## src/rtl/wirq_pkg.sv

```systemverilog
package wirq_pkg;

   localparam int MAX_PINS = 256;
   localparam int EN_BASE  = 'h010;
   localparam int CFG_BASE = 'h110;

   typedef enum logic [2:0] {
      TRG_LVL_LO = 3'b000,
      TRG_FALL   = 3'b010,
      TRG_LVL_HI = 3'b100,
      TRG_RISE   = 3'b110,
      TRG_BOTH   = 3'b111
   } trig_e;

endpackage

```

## src/rtl/wirq_sync.sv

```systemverilog
module wirq_sync #(
   parameter int W      = 8,
   parameter int STAGES = 2
) (
   input  logic         clk,
   input  logic         rst_n,
   input  logic [W-1:0] d,
   output logic [W-1:0] q
);

   if (STAGES < 2) begin : g_bad_stages
      $error("wirq_sync: STAGES must be at least 2");
   end

   logic [W-1:0] stg [STAGES];

   always_ff @(posedge clk or negedge rst_n) begin
      if (!rst_n) begin
         for (int i = 0; i < STAGES; i++) stg[i] <= '0;
      end else begin
         stg[0] <= d;
         for (int i = 1; i < STAGES; i++) stg[i] <= stg[i-1];
      end
   end

   assign q = stg[STAGES-1];

endmodule

```

## src/rtl/wirq_regs.sv

```systemverilog
module wirq_regs
   import wirq_pkg::*;
#(
   parameter int NUM_PINS = 64,
   parameter int ADDR_W   = 12
) (
   input  logic                     clk,
   input  logic                     rst_n,
   input  logic                     wr_en,
   input  logic [ADDR_W-1:0]        addr,
   input  logic [31:0]              wdata,
   output logic [31:0]              rdata,
   output logic [NUM_PINS-1:0]      en_q,
   output logic [NUM_PINS-1:0][2:0] cfg_q,
   output logic [NUM_PINS-1:0]      touch_q
);

   localparam int NWORDS = (NUM_PINS + 31) / 32;

   logic [NWORDS*32-1:0] en_pad;
   assign en_pad = {{(NWORDS*32-NUM_PINS){1'b0}}, en_q};

   always_ff @(posedge clk or negedge rst_n) begin
      if (!rst_n) begin
         en_q    <= '0;
         touch_q <= '0;
         for (int p = 0; p < NUM_PINS; p++) cfg_q[p] <= TRG_LVL_HI;
      end else begin
         touch_q <= '0;
         if (wr_en) begin
            for (int p = 0; p < NUM_PINS; p++) begin
               if (addr == ADDR_W'(EN_BASE + 4*(p/32)))
                  en_q[p] <= wdata[p%32];
               if (addr == ADDR_W'(CFG_BASE + 4*p)) begin
                  cfg_q[p]   <= wdata[2:0];
                  touch_q[p] <= 1'b1;
               end
            end
         end
      end
   end

   always_comb begin
      rdata = '0;
      for (int k = 0; k < NWORDS; k++)
         if (addr == ADDR_W'(EN_BASE + 4*k)) rdata = en_pad[k*32 +: 32];
      for (int p = 0; p < NUM_PINS; p++)
         if (addr == ADDR_W'(CFG_BASE + 4*p)) rdata = {29'd0, cfg_q[p]};
   end

endmodule

```

## src/rtl/wirq_pin_cell.sv

```systemverilog
module wirq_pin_cell
   import wirq_pkg::*;
(
   input  logic       clk,
   input  logic       rst_n,
   input  logic       sync_in,
   input  logic       en,
   input  logic [2:0] cfg,
   input  logic       touch,
   output logic       irq
);

   logic inv, norm, hist, raw;

   // low-level and falling codes flip the pin into the active-high sense
   assign inv  = (cfg == TRG_LVL_LO) || (cfg == TRG_FALL);
   assign norm = sync_in ^ inv;

   always_ff @(posedge clk or negedge rst_n) begin
      if (!rst_n) hist <= 1'b0;
      else        hist <= norm;
   end

   always_comb begin
      case (cfg)
         TRG_LVL_HI, TRG_LVL_LO: raw = norm;
         TRG_RISE,   TRG_FALL:   raw = norm & ~hist & ~touch;
         TRG_BOTH:               raw = (norm ^ hist) & ~touch;
         default:                raw = 1'b0;
      endcase
   end

   assign irq = en & raw;

endmodule

```

## src/rtl/wake_irq_normalizer.sv

```systemverilog
module wake_irq_normalizer
   import wirq_pkg::*;
#(
   parameter int NUM_PINS    = 64,
   parameter int ADDR_W      = 12,
   parameter int SYNC_STAGES = 2
) (
   input  logic                clk,
   input  logic                rst_n,
   input  logic                reg_wr,
   input  logic [ADDR_W-1:0]   reg_addr,
   input  logic [31:0]         reg_wdata,
   output logic [31:0]         reg_rdata,
   input  logic [NUM_PINS-1:0] pin_in,
   output logic [NUM_PINS-1:0] irq_out
);

   if (NUM_PINS < 1 || NUM_PINS > MAX_PINS) begin : g_bad_pins
      $error("wake_irq_normalizer: NUM_PINS out of range");
   end
   if ((CFG_BASE + 4*NUM_PINS) > (1 << ADDR_W)) begin : g_bad_addr
      $error("wake_irq_normalizer: ADDR_W too narrow for the register map");
   end

   logic [NUM_PINS-1:0]      en_q;
   logic [NUM_PINS-1:0][2:0] cfg_q;
   logic [NUM_PINS-1:0]      touch_q;
   logic [NUM_PINS-1:0]      sync_q;

   wirq_sync #(.W(NUM_PINS), .STAGES(SYNC_STAGES)) sync_i (
      .clk(clk), .rst_n(rst_n), .d(pin_in), .q(sync_q)
   );

   wirq_regs #(.NUM_PINS(NUM_PINS), .ADDR_W(ADDR_W)) regs_i (
      .clk(clk), .rst_n(rst_n), .wr_en(reg_wr), .addr(reg_addr),
      .wdata(reg_wdata), .rdata(reg_rdata),
      .en_q(en_q), .cfg_q(cfg_q), .touch_q(touch_q)
   );

   for (genvar p = 0; p < NUM_PINS; p++) begin : g_pin
      wirq_pin_cell cell_i (
         .clk(clk), .rst_n(rst_n), .sync_in(sync_q[p]), .en(en_q[p]),
         .cfg(cfg_q[p]), .touch(touch_q[p]), .irq(irq_out[p])
      );
   end

endmodule

```

## config.mk

```make
export PLATFORM = sky130hd
export DESIGN_NAME = wake_irq_normalizer
export DESIGN_NICKNAME = d
export VERILOG_FILES = /design/src/rtl/wirq_pkg.sv /design/src/rtl/wirq_sync.sv /design/src/rtl/wirq_regs.sv /design/src/rtl/wirq_pin_cell.sv /design/src/rtl/wake_irq_normalizer.sv
export SDC_FILE = /design/constraint.sdc
export NUM_CORES = 1
export LEC_CHECK = 0
export ABC_AREA = 1
export BUFFER_PORTS_ARGS = -buffer_cell sky130_fd_sc_hd__buf_2
export CORE_UTILIZATION = 60
export CTS_BUF_LIST = sky130_fd_sc_hd__clkbuf_4 sky130_fd_sc_hd__clkbuf_8
export CTS_CLUSTER_SIZE = 25
export DETAILED_ROUTE_END_ITERATION = 6
export GPL_ROUTABILITY_DRIVEN = 1
export PLACE_DENSITY = 0.85
export SLEW_MARGIN = 20
export SYNTH_ARGS = -nofsm -noshare
export SYNTH_HDL_FRONTEND = slang
export SYNTH_SLANG_ARGS = --single-unit
```

## constraint.sdc

```tcl
create_clock -name clk -period 4.9 [get_ports clk]
set_input_delay 0 -clock clk [delete_from_list [all_inputs] [get_ports clk]]
set_output_delay 0 -clock clk [all_outputs]
set_load 0.005 [all_outputs]
```

==> run summary <==
Syn Std Cell Area = 23230 um^2
WHS = -0.03629 ns
CTS HTree Levels = 3
Most frequent cell after synthesis = nand2_1
Clock Pin Slew Worst Setup and Hold Paths = 0.05 ns
I/O pin cnt = 207
LEAKAGE = 13.15 nW
DIE AREA = 39510 um^2
Global route overflow = 0
Power per standard cell area = 318.8 nW/um^2
Worst vdd rail ir drop = 0.2718 mV
Met1 Track Usage GR = 43.85%
Post-synth top cells = nand2_1 (482), dfrtp_1 (448), inv_1 (429)
Tmin final = 4.490 ns
Core Rows = 71
Clk buf depth = 3
Layout cell share with drive strength beyond 1 = 15.29%
Max Cap Viol = 0
GRT busiest layer = met2
Seq/Total Area, Yosys = 55.49%
Startpoint types = input port
Antenna Nets Post-Route = 0
Max FO, Critical Path = 7
Yosys top cell by area = dfrtp_1
Status = finished with violations
Pre-antenna DRT Iters = 7
Met2 Track Usage GR = 58.56%
Via count = 20590
Synthesized flop and latch total = 512
Antenna violations before repair = 4
Synth top area cells = dfrtp_1 (48%), nand2_1 (7.8%), dfstp_2 (7.2%)
Worst path slowest cell = dlygate4sd3_1
DRC viols = 0
Placed Cells = 3250
Die H = 198.8 um
Slew @ Worst Pin = 1.140 ns
Port bufs = 206
Root Driver = clkbuf_8
Clk_skew = 0.02882 ns
Post-synth EDFFs = 0
Routed len/inst = 19.98 um
Met3 usage = 10.78%
WP data required = 4.90 ns
Slowest Stage Delay on Critical Path = 0.56 ns
Post-synth top area share = 48.26%
Final worst slack = 0.4102 ns
Mapped Nets = 2814
Starting Density = 61.39%
Fmax = 222.7 MHz
First-pass GRT wire length = 108.9 mm
Pins Over Slew Limit = 0
Crit. End Element = output port
CTS tree = done
Syn_area_per_cell = 8.803 um^2
Area delta synth->final = 19.58%
Post-Place Worst Slack = 1.002 ns
Min-Delay Path Class = in -> async
Initial drt markers = 2279
CTS sink count = 512
CP most frequent cell = nand4_1
Worst-Skew Late Latency = 0.65 ns
Synth Flop Type = dfrtp_1
Synth unique cells = 31
Synth Instances = 2639
Detailed Route WL = 71.16 mm
DP HPWL = 45.82 mm
Setup Viol. Count Final = 0
Fill cells = 2592
Hold Fails Final Rpt = 14
Arr. time, crit path = 4.49 ns
Vias in the first global route = 20490
Period utilization = 91.63%
Failing checks = hold timing
Layout Cells excl Fill = 3561
Layout net count = 3155
Overall routing resource usage = 36.65%
Relative slew slack = 23.55%
Core Box Area = 37840 um^2
CTS buffer count = 83
CP Class = in -> out
Routed vias/inst = 5.782
Placer's final routability congestion estimate = 0.9710
Asr flop ratio synth = 100.0%
Die W = 198.8 um
Unrepaired setup endpoints after global routing = true
Largest net degree at the start of global routing = 168
Syn. warnings = 0
==> flip-flops by register name (all words and copies together), names as in the netlist <==
| register | flops |
|---|---|
| regs_i.touch_q | 64 |
| sync_i.stg | 64 |
| g_pin.cell_i.hist | 64 |
| regs_i.en_q | 64 |
| regs_i.cfg_q | 192 |
| sync_i.q | 64 |
==> worst paths after layout <==
check / start / to / slack, ns / depth (start not counted)
max: reg_addr[5] / reg_rdata[0] / 0.41 / 43
min: rst_n / sync_i.q[7] / -0.04 / 2
max reg2reg: regs_i.cfg_q[168] / g_pin[56].cell_i.hist / 3.70 / 5
min reg2reg: sync_i.stg[67] / sync_i.q[3] / 0.34 / 0
max in group asynchronous: rst_n / regs_i.cfg_q[0] / 3.41 / 3
min in group clk: pin_in[0] / sync_i.stg[64] / 0.02 / 2
==> repair_timing <==
action | in CTS | in global routing
setup buffers | 0 | 1
resized for setup | 0 | 10
hold buffers | 154 | 1
hold endpoints to repair | 286 | 1
endpoints found under the setup margin | 0 | 2
==> cell families after synthesis <==
logic type                 count (synthesis)  share of synthesized area, %
AOI/OAI and AO/OA                        520                         12.31
buffers and inverters                    552                         10.00
and+or+nand+nor                          927                         16.33
adders and majority gates                 64                         3.447
DFF                                      512                         55.49
xor gates and xnor gates                  64                         2.413
==> power breakdown <==
part | switching (mW) | leakage, nW | internal [mW]
Combinational | 0.308 | 5.92 | 0.189
Sequential | 0.0485 | 6.26 | 4.33
Clock | 1.73 | 0.977 | 2.25
Total | 2.09 | 13.2 | 6.77
==> cells in the final DEF (no fill, tap or decap), types with 6 or more instances in the layout <==
cell	n
clkbuf_8	108
o22ai_1	29
clkbuf_4	36
o2111ai_1	31
buf_2	204
o211ai_1	32
nor2_2	6
o21ai_0	330
dfrtp_1	447
nand2_1	479
a21boi_0	6
inv_1	423
nor4_1	8
a21oi_1	87
nor2_1	286
dlygate4sd3_1	155
nor3_1	27
ha_1	64
xor2_1	61
dfstp_2	64
nand4_1	65
buf_4	15
nand3_1	42
==> metrics by stage <==
step / setup TNS [ns] / area [um^2] / total power [mW] / util, %
floorplan: 0 / 23230 / 4.597 / -
global route: -0.2302 / 27780 / 9.115 / 73.40
detailed placement: 0 / 24350 / 4.826 / 64.35
finish: 0 / 27780 / 8.858 / 73.41
global placement: 0 / 24350 / 4.802 / 64.35
CTS: 0 / 27710 / 8.820 / 73.23
==> metal layers <==
metal / part of all wire [%] / routed length, um
met5: 0.052 / 37
met4: 6.4 / 4575
met3: 10 / 7234
met2: 47 / 33390
met1: 36 / 25910
==> area by class of cell <==
cell class | count | area (um^2) | area share [%]
well taps | 511 | 639.4 | 2.301
clock inverters | 9 | 61.31 | 0.2207
inverters | 430 | 1614 | 5.810
clock buffers | 144 | 1757 | 6.323
flip-flops and latches | 512 | 12890 | 46.41
multi-input cells | 1575 | 8059 | 29.01
repair buffers | 378 | 2751 | 9.904
diodes | 2 | 5.005 | 0.01802
==> worst max-delay path: cells and delay by family <==
kind / cells / cell delay, ns
AND/OR/NAND/NOR: 39 / 3.56
AO/OA/AOI/OAI: 1 / 0.08
buffers and inverters: 3 / 0.85
Power figures use the tool's default switching activity.
